**config.mk**
```make
export PLATFORM = sky130hd
export DESIGN_NAME = line_switch_ctrl
export DESIGN_NICKNAME = d
export VERILOG_FILES = /design/src/rtl/lsc_pkg.sv /design/src/rtl/lsc_pin_sync.sv /design/src/rtl/lsc_batt_hyst.sv /design/src/rtl/lsc_cmd_gate.sv /design/src/rtl/lsc_switch_seq.sv /design/src/rtl/line_switch_ctrl.sv
export SDC_FILE = /design/constraint.sdc
export NUM_CORES = 1
export LEC_CHECK = 0
export BUFFER_PORTS_ARGS = -buffer_cell sky130_fd_sc_hd__buf_2
export CORE_MARGIN = 1.5
export CORE_UTILIZATION = 45
export DETAILED_ROUTE_END_ITERATION = 16
export PLACE_DENSITY = 0.85
export SLEW_MARGIN = 20
export SYNTH_ARGS = -nofsm -noshare
export SYNTH_HDL_FRONTEND = slang
export SYNTH_SLANG_ARGS = --single-unit
```
**constraint.sdc**
```tcl
create_clock -name clk -period 1.71 [get_ports clk]
set_clock_uncertainty 0.2 [all_clocks]
set_input_delay 0.2565 -clock clk [delete_from_list [all_inputs] [get_ports clk]]
set_output_delay 0.2565 -clock clk [all_outputs]
set_load 0.01 [all_outputs]
```
**src/rtl/lsc_pkg.sv**
```systemverilog
`timescale 1ns/1ps
// Shared definitions for the line switch controller: bit positions of the
// synchronized input vector, its reset value, and the switch mode type.
package lsc_pkg;
    localparam int PIN_RING = 0;  // ringing select
    localparam int PIN_HOLD = 1;  // latch enable
    localparam int PIN_AOFF = 2;  // all-off pin, active low
    localparam int PIN_SUP  = 3;  // supply valid
    localparam int PIN_OT   = 4;  // overtemperature
    localparam int PIN_BHI  = 5;  // battery above trip threshold
    localparam int PIN_BLO  = 6;  // battery below restore threshold
    localparam int PIN_N    = 7;

    // Reset value: hold and all-off pin read as pulled-up, everything else 0.
    localparam logic [PIN_N-1:0] PIN_RST = 7'b000_0110;

    typedef enum logic [1:0] {
        SW_OFF  = 2'd0,
        SW_TALK = 2'd1,
        SW_RING = 2'd2
    } sw_mode_t;
endpackage

```
**src/rtl/lsc_pin_sync.sv**
```systemverilog
`timescale 1ns/1ps
// Multi-stage synchronizer for a vector of asynchronous levels.
// Assumes each bit is an independent level; no pulse is carried through.
// Each stage resets to RST_VAL so reset-time pin levels are deterministic.
module lsc_pin_sync #(
    parameter int              W       = 7,
    parameter int              STAGES  = 2,
    parameter logic [W-1:0]    RST_VAL = '0
) (
    input  logic         clk,
    input  logic         rst_n,
    input  logic [W-1:0] d,
    output logic [W-1:0] q
);
    logic [W-1:0] stg [STAGES];

    for (genvar g = 0; g < STAGES; g++) begin : g_stage
        if (g == 0) begin : g_first
            // First capture flop, sees the raw asynchronous level.
            always_ff @(posedge clk) begin
                if (!rst_n) stg[g] <= RST_VAL;
                else        stg[g] <= d;
            end
        end else begin : g_next
            // Later stages let any metastability settle.
            always_ff @(posedge clk) begin
                if (!rst_n) stg[g] <= RST_VAL;
                else        stg[g] <= stg[g-1];
            end
        end
    end

    assign q = stg[STAGES-1];
endmodule

```
**src/rtl/lsc_batt_hyst.sv**
```systemverilog
`timescale 1ns/1ps
// Battery hysteresis. Takes the synchronized "above trip" and "below
// restore" comparisons and keeps a battery-good state. The current-cycle
// value is given combinationally so it lines up with the other synced inputs.
// Assumes the two comparisons are never both 1 (restore is below trip).
module lsc_batt_hyst (
    input  logic clk,
    input  logic rst_n,
    input  logic above_trip,
    input  logic below_restore,
    output logic batt_ok
);
    logic ok_q;

    // Next battery-good value: trip wins, restore sets, otherwise keep.
    always_comb begin
        if (above_trip)         batt_ok = 1'b0;
        else if (below_restore) batt_ok = 1'b1;
        else                    batt_ok = ok_q;
    end

    // Hold the battery-good state; reset starts tripped.
    always_ff @(posedge clk) begin
        if (!rst_n) ok_q <= 1'b0;
        else        ok_q <= batt_ok;
    end
endmodule

```
**src/rtl/lsc_cmd_gate.sv**
```systemverilog
`timescale 1ns/1ps
// Command gate: transparent latch on the ringing select, power-up arming,
// and priority of the overrides over the latched command.
// Assumes all inputs are already synchronized to clk.
module lsc_cmd_gate
    import lsc_pkg::*;
(
    input  logic     clk,
    input  logic     rst_n,
    input  logic     ring_s,
    input  logic     hold_s,
    input  logic     aoff_n_s,
    input  logic     sup_s,
    input  logic     ot_s,
    input  logic     batt_ok,
    output sw_mode_t mode
);
    logic cmd_q;
    logic armed_q;
    logic armed_now;
    logic ring_cmd;
    logic force_off;

    // Capture the select while the latch is open and the supply is good.
    always_ff @(posedge clk) begin
        if (!rst_n)                cmd_q <= 1'b0;
        else if (sup_s && !hold_s) cmd_q <= ring_s;
    end

    // Arming: lost with the supply, gained when hold is seen low.
    always_comb begin
        if (!sup_s)       armed_now = 1'b0;
        else if (!hold_s) armed_now = 1'b1;
        else              armed_now = armed_q;
    end

    // Keep the armed state between cycles.
    always_ff @(posedge clk) begin
        if (!rst_n) armed_q <= 1'b0;
        else        armed_q <= armed_now;
    end

    // Transparent latch output: live input when open, stored when held.
    assign ring_cmd  = hold_s ? cmd_q : ring_s;

    // Any override forces all-off regardless of the latch.
    assign force_off = !sup_s || !armed_now || !batt_ok || !aoff_n_s || ot_s;

    // Select the requested switch mode.
    always_comb begin
        if (force_off)     mode = SW_OFF;
        else if (ring_cmd) mode = SW_RING;
        else               mode = SW_TALK;
    end
endmodule

```
**src/rtl/lsc_switch_seq.sv**
```systemverilog
`timescale 1ns/1ps
// Switch sequencer: registers the switch enables from the requested mode.
// The ringing switch closes with the ringing mode but opens only on a
// zero-crossing pulse. Assumes zc_pulse is synchronous to clk.
module lsc_switch_seq
    import lsc_pkg::*;
(
    input  logic     clk,
    input  logic     rst_n,
    input  sw_mode_t mode,
    input  logic     zc_pulse,
    input  logic     ot_s,
    output logic     brk_en,
    output logic     ret_en,
    output logic     ring_en,
    output logic     drive_low
);
    // Break and return enables follow the mode in the same cycle.
    always_ff @(posedge clk) begin
        if (!rst_n) begin
            brk_en <= 1'b0;
            ret_en <= 1'b0;
        end else begin
            brk_en <= (mode == SW_TALK);
            ret_en <= (mode == SW_RING);
        end
    end

    // Ringing switch: set by ringing mode, released only at zero current.
    always_ff @(posedge clk) begin
        if (!rst_n)               ring_en <= 1'b0;
        else if (mode == SW_RING) ring_en <= 1'b1;
        else if (zc_pulse)        ring_en <= 1'b0;
    end

    // Report the thermal condition by pulling the shared pin low.
    always_ff @(posedge clk) begin
        if (!rst_n) drive_low <= 1'b0;
        else        drive_low <= ot_s;
    end
endmodule

```
**src/rtl/line_switch_ctrl.sv**
```systemverilog
`timescale 1ns/1ps
// Subscriber line switch state controller (top).
// Synchronizes pins, flags and battery comparisons through one pipeline so
// they reach the state logic in the same cycle. It then gates the latched
// ringing command with the overrides and sequences the four switch enables.
// Assumes TRIP_MV > RESTORE_MV and both fit in BATT_W signed bits.
module line_switch_ctrl
    import lsc_pkg::*;
#(
    parameter int BATT_W      = 18,
    parameter int TRIP_MV     = -10000,
    parameter int RESTORE_MV  = -15000,
    parameter int SYNC_STAGES = 2
) (
    input  logic                     clk,
    input  logic                     rst_n,
    input  logic                     ring_sel_pin,
    input  logic                     hold_pin,
    input  logic                     alloff_pin_n,
    input  logic                     supply_ok,
    input  logic                     overtemp,
    input  logic signed [BATT_W-1:0] batt_mv,
    input  logic                     zc_pulse,
    output logic                     brk_en,
    output logic                     ret_en,
    output logic                     ring_en,
    output logic                     alloff_drive_low
);
    localparam logic signed [BATT_W-1:0] TRIP_V    = BATT_W'(TRIP_MV);
    localparam logic signed [BATT_W-1:0] RESTORE_V = BATT_W'(RESTORE_MV);

    logic [PIN_N-1:0] raw;
    logic [PIN_N-1:0] syn;
    logic             batt_ok;
    sw_mode_t         mode;

    // Gather the asynchronous levels into one vector.
    always_comb begin
        raw           = '0;
        raw[PIN_RING] = ring_sel_pin;
        raw[PIN_HOLD] = hold_pin;
        raw[PIN_AOFF] = alloff_pin_n;
        raw[PIN_SUP]  = supply_ok;
        raw[PIN_OT]   = overtemp;
        raw[PIN_BHI]  = (batt_mv > TRIP_V);
        raw[PIN_BLO]  = (batt_mv < RESTORE_V);
    end

    lsc_pin_sync #(
        .W       (PIN_N),
        .STAGES  (SYNC_STAGES),
        .RST_VAL (PIN_RST)
    ) sync_i (
        .clk   (clk),
        .rst_n (rst_n),
        .d     (raw),
        .q     (syn)
    );

    lsc_batt_hyst batt_i (
        .clk           (clk),
        .rst_n         (rst_n),
        .above_trip    (syn[PIN_BHI]),
        .below_restore (syn[PIN_BLO]),
        .batt_ok       (batt_ok)
    );

    lsc_cmd_gate gate_i (
        .clk      (clk),
        .rst_n    (rst_n),
        .ring_s   (syn[PIN_RING]),
        .hold_s   (syn[PIN_HOLD]),
        .aoff_n_s (syn[PIN_AOFF]),
        .sup_s    (syn[PIN_SUP]),
        .ot_s     (syn[PIN_OT]),
        .batt_ok  (batt_ok),
        .mode     (mode)
    );

    lsc_switch_seq seq_i (
        .clk       (clk),
        .rst_n     (rst_n),
        .mode      (mode),
        .zc_pulse  (zc_pulse),
        .ot_s      (syn[PIN_OT]),
        .brk_en    (brk_en),
        .ret_en    (ret_en),
        .ring_en   (ring_en),
        .drive_low (alloff_drive_low)
    );
endmodule

```
==> results of run 1 <==
==> kinds of logic (layout without fill, tap and decap cells) <==
| kind of cell | count (synthesis) | after routing |
|---|---|---|
| multiplexers | 1 | 1 |
| AND/OR/NAND/NOR | 29 | 29 |
| AO/OA/AOI/OAI | 12 | 12 |
| flip-flops | 21 | 21 |
| buffers and inverters | 5 | 43 |
==> worst max-delay path: cells and delay by family <==
kind	cells	cell delay (ps)
and+or+nand+nor	2	430
buffers and inverters	2	660
AOI/OAI and AO/OA	2	160
==> stage by stage <==
stage / worst slack [ps] / hold slack [ps]
2_1_floorplan: 550 / 130
6_report: 166 / 23.5
4_1_cts: 162 / 12.3
3_3_place_gp: 399 / 191
3_5_place_dp: 362 / 195
5_1_grt: 128 / 58.1
==> report_power, final <==
part	internal, uW	total (uW)	switching, uW
logic	45.9	76.9	31.0
registers	507	512	5.07
clock network	90.6	221	130
total	643	809	166
==> flip-flops by register name (all words and copies together), names as in the netlist <==
register / flops
batt_i.ok_q: 1
seq_i.ret_en: 1
seq_i.ring_en: 1
seq_i.drive_low: 1
gate_i.armed_q: 1
gate_i.cmd_q: 1
seq_i.brk_en: 1
sync_i.stg: 14
==> worst max-delay path by stage <==
stage | to | cells after the start | slack (ps)
3_5_place_dp | sync_i.stg[0][5] | 5 | 360
2_1_floorplan | sync_i.stg[0][5] | 4 | 550
4_1_cts | sync_i.stg[0][5] | 6 | 160
6_report | sync_i.stg[0][5] | 6 | 170
5_1_grt | sync_i.stg[0][5] | 6 | 130
3_3_place_gp | sync_i.stg[0][5] | 5 | 400
==> synth_stat cells <==
master	count	area, sq um
o211ai_1	1	7.51
o211a_1	2	20.0
a21oi_1	1	5.00
nor4_1	1	6.26
a31oi_1	2	12.5
nand4_1	1	6.26
mux2_2	1	11.3
nor2b_1	1	6.26
o21ai_0	2	10.0
nor3_1	2	10.0
nand2b_1	5	31.3
nand3b_1	1	7.51
and2_1	9	56.3
a211oi_1	1	7.51
a211oi_2	1	12.5
nand2_1	1	3.75
nand3_1	1	5.00
nand4_2	1	12.5
nor4_2	1	12.5
dfxtp_1	21	420
o21bai_1	1	7.51
nor3b_1	1	7.51
clkbuf_1	1	3.75
a21boi_0	1	7.51
inv_1	4	15.0
nor2_1	4	15.0
==> routing by layer <==
metal	track usage [%]	vias to the layer above	part of all wire, %
met5	0	-	0
met4	10.9	0	1.2
met3	1.28	2	5.4
met2	26.7	23	55
met1	15.0	256	39
li1	-	309	-
==> area by class of cell <==
type / instances / area, sq um
timing repair buffer: 35 / 205
inverter: 4 / 15.0
clock buffer: 4 / 26.3
sequential: 21 / 420
fill: 129 / 538
tap: 16 / 20.0
multi-input combinational: 42 / 282
==> reports/metrics.cfg, run 1 <==
[run_status]
status=finished clean

[floorplanning]
coreArea_sq_um=1510
die_h_um=43.0
die_w_um=43.0
num_rows=14
dieArea_sq_um=1850
start_util_pct=47.8
io_pins=30

[clock_network]
clock_latency_ps=290
htree_levels=1
clk_pin_slew_worst_paths_ps=100
cts_tree=yes
cts_made_buffers=3
holdBufCountCts=6
clock_sink_count=21
post_cts_buffers=0
cts_resized=0
cts_buffer_depth=2
root_buffer=clkbuf_4

[placement]
globalplace.congestion=0.714
place.port_buffers=29
postPlaceCellArea_sq_um=882
hpwl_um=949
placed_cells=112

[synthesis]
synth_cell_types=26
synth_compound_area_share_pct=12.5
syn_nets=94
yosys.area_share.simple_pct=25.0
synth.area.mux_share_pct=1.56
netlist_instances=68
synth_top_family_by_area=simple AND/OR/NAND/NOR gates
syn_area_sq_um=721
ys_seq_elements=21
yosysSeqAreaShare_pct=58.3
synthXorXnorAreaFrac_pct=0
synth-warning-count=0
syn_area_per_cell_sq_um=10.6
synthAdderAreaFrac_pct=0

[cells_and_area]
stdcell_count=122
nNetsFinal=133
layout_common_cells=buf_2, dfxtp_1, and2_1
layout-drive-gt1-share_pct=34.0
n_antenna_cell=0
fin_util_pct=64.3
design_area_sq_um=968
layout_commonest_cell=buf_2
area_delta_synth_final_pct=34.4

[detailed_routing]
avgRoutedWirePerCell_um=9.91
routed_wl_mm=1.21
drtIter0Drc=0
via_count=590
drc_errors=0
vias_per_cell=4.84
ant_nets=0
firstDrtPassIters=1

[timing]
worst_pin_slew_ps=295
rsz0062_at_grt=false
fin_crit_ps=1540
setup_viol=0
hold_viol_final=0
slew_headroom_pct=80.2
slew_violations=0
setup_tns_ps=0
max_clock_freq_mhz=647
fin_crit_sh_pct=90.3

[grt]
grt_pass1_vias=530
grtUsageTotal_pct=14.6
gr-total-overflow=0
antenna_found_initial=0
grt_start_max_net_pins=18
grt_pass1_wl_mm=1.99

[min_path]
hold_start=zc_pulse
min_delay_path_depth=3
holdPathEnd=seq_i.ring_en
hp-class=in -> reg

[worst_setup_path]
critPathSlowestCell=dlygate4sd3_1
cp.required_ps=1680
reg2reg_slack_ps=550
cp_cell_sequence=dlygate4sd3_1 -> buf_2 -> nor4_2 -> a211oi_2 -> nor2b_1 -> a211oi_1
rr_worst_depth=4
r2r-end=seq_i.ring_en
path_max_fanout=2
max_stage_delay_ps=530
crit_path_end_kind=register
crit_path_start_kind=input port
path_class=in -> reg
startpoint=batt_mv[10]
critPathArrivalTime_ps=1510
worstReg2RegStart=sync_i.stg[1][5]

[job]
cap_violations=0

[power]
p_leak_uw=0.000462
ir_worst_vdd_v=0.000370
cellPowerDensity_nw_per_um2=836
finalPower_uw=809

Power figures use the tool's default switching activity.
==> inputs of run 2 (changes only) <==
==> constraint.sdc (replaced) <==
create_clock -name clk -period 1.71 [get_ports clk]
set_clock_uncertainty 0.2 [all_clocks]
set_input_delay 0.342 -clock clk [delete_from_list [all_inputs] [get_ports clk]]
set_output_delay 0.342 -clock clk [all_outputs]
set_load 0.01 [all_outputs]
==> run 2 against run 1 <==
Worst setup slack better by 240 ps. Critical path type is now reg -> out. Global-route usage is 0.79 points lower. Via count is 3.6% lower. Clock power hardly changed. Critical endpoint is now ring_en. Combinational power is 13% lower. Core utilization is 4.0 points lower. Critical path depth is 5 lower. Wire length is 3.6% lower. Flip-flop and latch count stayed put. Sequential power hardly changed. Hold slack better by 4.9 ps. Count of clock-buffer cells in the layout stayed put.
==> reports/metrics.cfg, run 2 (same netlist as run 1, synthesis figures left out) <==
[detailed_routing]
drtIter0Drc=2
vias_per_cell=4.91
via_count=569
routed_wl_mm=1.17
ant_nets=0
drc_errors=0
avgRoutedWirePerCell_um=10.1
firstDrtPassIters=3

[worst_setup_path]
critPathSlowestCell=dfxtp_1
startpoint=seq_i.ring_en
crit_family=flip-flops
r2r-end=seq_i.ring_en
max_stage_delay_ps=340
rr_worst_depth=4
crit_path_start_kind=register
cp_cell_sequence=buf_2
crit_path_end_kind=output port
path_buf_inv=1
reg2reg_slack_ps=560
cp.required_ps=1170
path_class=reg -> out
worstReg2RegStart=sync_i.stg[1][5]
path_max_fanout=2
critPathArrivalTime_ps=760
endpoint=ring_en
cp_num_cells=1

[cells_and_area]
layout_common_cells=buf_2, dfxtp_1, and2_1
fillers=136
stdcell_count=116
top_register=sync_i.stg
n_antenna_cell=0
area_delta_synth_final_pct=26.0
nNetsFinal=127
layout-drive-gt1-share_pct=36.0
largest_reg_flops=14
layout_commonest_cell=buf_2

[clock_network]
clock_latency_ps=290
post_cts_buffers=0
holdBufCountCts=0
clock_sink_count=21
clk_pin_slew_worst_paths_ps=100
cts_made_buffers=3
cts_resized=0
cts_tree=yes
cts_buffer_depth=2
root_buffer=clkbuf_4
htree_levels=1

[timing]
fin_crit_ps=1310
slew_headroom_pct=80.2
hold_ws_ps=28.5
fin_crit_sh_pct=76.3
hold_viol_final=0
setup_viol=0
worst_pin_slew_ps=295
max_clock_freq_mhz=766
slew_violations=0
rsz0062_at_grt=false
setup_tns_ps=0

[floorplanning]
die_h_um=43.0
dieArea_sq_um=1850
start_util_pct=47.8
io_pins=30
num_rows=14
die_w_um=43.0
coreArea_sq_um=1510

[grt]
grt_pass1_wl_mm=1.86
gr-total-overflow=0
grt_start_max_net_pins=18
grt_pass1_vias=502
grtUsageTotal_pct=13.8
antenna_found_initial=0

[power]
ir_worst_vdd_v=0.000364
p_leak_uw=0.000436
cellPowerDensity_nw_per_um2=878

[min_path]
hp-class=in -> reg
hold_start=alloff_pin_n

[run_status]
status=finished clean

[placement]
hpwl_um=952
place.port_buffers=29
globalplace.congestion=0.714
placed_cells=112

[job]
cap_violations=0

==> run 2: changes by cell type in the layout (fill, tap and decap cells not counted) <==
| cell | before | now |
|---|---|---|
| dlygate4sd3_1 | 6 | 0 |
==> run 2: layer usage <==
layer / vias to the layer above / wire length, um / share of wire [%] / GRT usage, %
li1: 296 / - / - / -
met1: 246 / 451 / 39 / 14.5
met2: 25 / 631 / 54 / 24.5
met3: 2 / 70 / 6.0 / 1.28
met4: 0 / 13 / 1.1 / 10.9
met5: - / 0 / 0 / 0
==> run 2: cell type report <==
cell class | instances | area [sq um] | area share [%]
Sequential cell | 21 | 420 | 46.3
Multi-Input combinational cell | 42 | 282 | 31.0
Timing Repair Buffer | 29 | 145 | 16.0
Clock buffer | 4 | 26.3 | 2.89
Tap cell | 16 | 20.0 | 2.20
Inverter | 4 | 15.0 | 1.65
==> run 2: worst min path at each step <==
stage                            end  slack [ps]  depth (start not counted)
finish              sync_i.stg[0][2]          30                          2
global route        sync_i.stg[0][2]          20                          2
CTS                 sync_i.stg[0][2]          20                          2
detailed placement  sync_i.stg[1][1]         200                          1
global placement    sync_i.stg[1][2]         190                          1
floorplan           sync_i.stg[1][1]         190                          1
==> run 2: power by group <==
part / internal [uW] / switching (uW)
combinational: 37.0 / 29.6
clock: 90.6 / 129
sequential: 506 / 4.91
==> run 2: worst reg2reg max path, cell delays in order, from the launching register on <==
cell and delay [ps]:
dfxtp_1 310, o21bai_1 150, nor3b_1 190, nand2_1 110, o21ai_0 130
==> run 2: metrics by stage <==
step           cell area, sq um  worst slack (ps)  utilization (%)  total power (uW)
2_1_floorplan               721               464                -               549
3_3_place_gp                882               313             58.6               587
3_5_place_dp                882               274             58.6               590
4_1_cts                     908               391             60.3               810
5_1_grt                     908               353             60.3               830
6_report                    908               405             60.3               797
==> inputs of run 3 (changes only) <==
--- a/config.mk
+++ b/config.mk
@@ -7,9 +7,9 @@
 export LEC_CHECK = 0
 export BUFFER_PORTS_ARGS = -buffer_cell sky130_fd_sc_hd__buf_2
 export CORE_MARGIN = 1.5
-export CORE_UTILIZATION = 45
+export CORE_UTILIZATION = 40
 export DETAILED_ROUTE_END_ITERATION = 16
-export PLACE_DENSITY = 0.85
+export PLACE_DENSITY = 0.8
 export SLEW_MARGIN = 20
 export SYNTH_ARGS = -nofsm -noshare
 export SYNTH_HDL_FRONTEND = slang
==> constraint.sdc (replaced) <==
create_clock -name clk -period 1.15 [get_ports clk]
set_clock_uncertainty 0.2 [all_clocks]
set_input_delay 0.23 -clock clk [delete_from_list [all_inputs] [get_ports clk]]
set_output_delay 0.23 -clock clk [all_outputs]
set_load 0.01 [all_outputs]
==> run 3 against run 2 <==
The flow now finishes with violations (negative setup slack). First-iteration DRC count is the same. Wire length grew 13%. Final cell count grew 18%. Largest power group unchanged. Combinational power grew 100%. Core utilization grew 1.7 points.
==> reports/metrics.cfg, run 3 (same netlist as run 1, synthesis figures left out) <==
[worst_setup_path]
reg2reg_slack_ps=30
crit_family=flip-flops
path_buf_inv=1
rr_worst_depth=4
path_class=reg -> out
critPathArrivalTime_ps=750
startpoint=seq_i.ring_en
cp_cell_sequence=buf_6
max_stage_delay_ps=340
r2r-end=seq_i.ring_en
crit_path_start_kind=register
critPathSlowestCell=dfxtp_2
worstReg2RegStart=sync_i.stg[1][5]
crit_path_end_kind=output port
cp.required_ps=720
path_max_fanout=2

[detailed_routing]
drc_errors=0
via_count=631
ant_nets=0
routed_wl_mm=1.32
drtIter0Drc=2
firstDrtPassIters=3
avgRoutedWirePerCell_um=9.64
vias_per_cell=4.61

[clock_network]
clock_latency_ps=300
cts_tree=yes
clk_pin_slew_worst_paths_ps=110
cts_buffer_depth=2
root_buffer=clkbuf_4
htree_levels=1
post_cts_buffers=0
cts_made_buffers=3
clock_sink_count=21

[grt]
grt_pass1_vias=600
use_met3_pct=2.38
use_met2_pct=29.6
grt_start_max_net_pins=13
grtUsageTotal_pct=15.2
use_met1_pct=14.7
gr-total-overflow=0
grt.busiest_layer=met2
antenna_found_initial=0
grt_pass1_wl_mm=2.24

[timing]
setup_tns_ps=-81.2
setup_slack_ps=-33.3
worst_pin_slew_ps=323
setup_viol=4
rsz0062_at_grt=true
slew_violations=0
hold_ws_ps=14.2
max_clock_freq_mhz=845
hold_viol_final=0
fin_crit_sh_pct=103
slew_headroom_pct=78.3
fin_crit_ps=1180

[placement]
globalplace.congestion=0.733
hpwl_mm=1.05
place.port_buffers=29
dpl_worst_slack_ps=-206

[floorplanning]
start_util_pct=42.2
die_h_um=45.4
coreArea_sq_um=1710
dieArea_sq_um=2070
die_w_um=45.4
num_rows=15
io_pins=30

[power]
cellPowerDensity_nw_per_um2=1170
internal_power_uw=968
switchingPower_uw=269
pwr-share-clk_pct=27.4
p_seq_share_pct=61.7
switching_share_pct=21.7
p_leak_uw=0.000498
share_comb_of_total_power_pct=11.0
ir_worst_vdd_v=0.000577

[cells_and_area]
area_delta_synth_final_pct=46.9
layout_commonest_cell=buf_2
largest_reg_flops=14
top_register=sync_i.stg
layout-drive-gt1-share_pct=42.9
fin_util_pct=62.0
n_antenna_cell=0
nNetsFinal=139
layout_common_cells=buf_2, dfxtp_1, and2_1

[min_path]
hp-class=in -> reg
holdPathEnd=sync_i.stg[1][6]
hold_start=rst_n
min_delay_path_depth=2

[job]
cap_violations=0

[run_status]
violations=negative setup slack
status=finished, violations left

run 3: area by class of cell:
type / count / area (sq um)
Timing Repair Buffer: 41 / 263
Fill cell: 147 / 649
Clock inverter: 1 / 5.00
Multi-Input combinational cell: 42 / 298
Tap cell: 25 / 31.3
Clock buffer: 3 / 22.5
Inverter: 4 / 15.0
Sequential cell: 21 / 424
run 3: how the worst max path moves through the flow:
stage / endpoint / slack (ps) / depth (start not counted)
global placement: sync_i.stg[0][5] / -120 / 5
floorplan: sync_i.stg[0][5] / 20 / 4
finish: ring_en / -30 / 1
CTS: ring_en / -50 / 1
global route: ring_en / -60 / 1
detailed placement: sync_i.stg[0][5] / -210 / 5
run 3: stage by stage:
stage,area (sq um),cells,total power [uW]
finish,1060,137,1240
global route,1060,137,1290
CTS,1040,137,1250
detailed placement,938,127,893
global placement,938,127,887
floorplan,721,68,816
run 3: per-layer routing:
| metal | vias to the layer above | share of wire [%] |
|---|---|---|
| met5 | - | 0 |
| met4 | 0 | 1.4 |
| met3 | 2 | 5.1 |
| met2 | 25 | 54 |
| met1 | 284 | 39 |
| li1 | 320 | - |
run 3: what timing repair did:
item                                    in CTS  in global routing
gates cloned                                 0                  0
endpoints found under the hold margin        6                  0
hold buffers                                 6                  0
endpoints found under the setup margin       5                  7
pin swaps                                    1                  3
gates resized for setup                      4                  5
run 3: power groups by stage:
stage               Combinational [uW]  Clock (uW)  Sequential, uW
floorplan                         40.6           0             775
finish                             136         339             763
detailed placement                 115           0             778
global route                       151         373             766
global placement                   111           0             777
CTS                                133         352             761
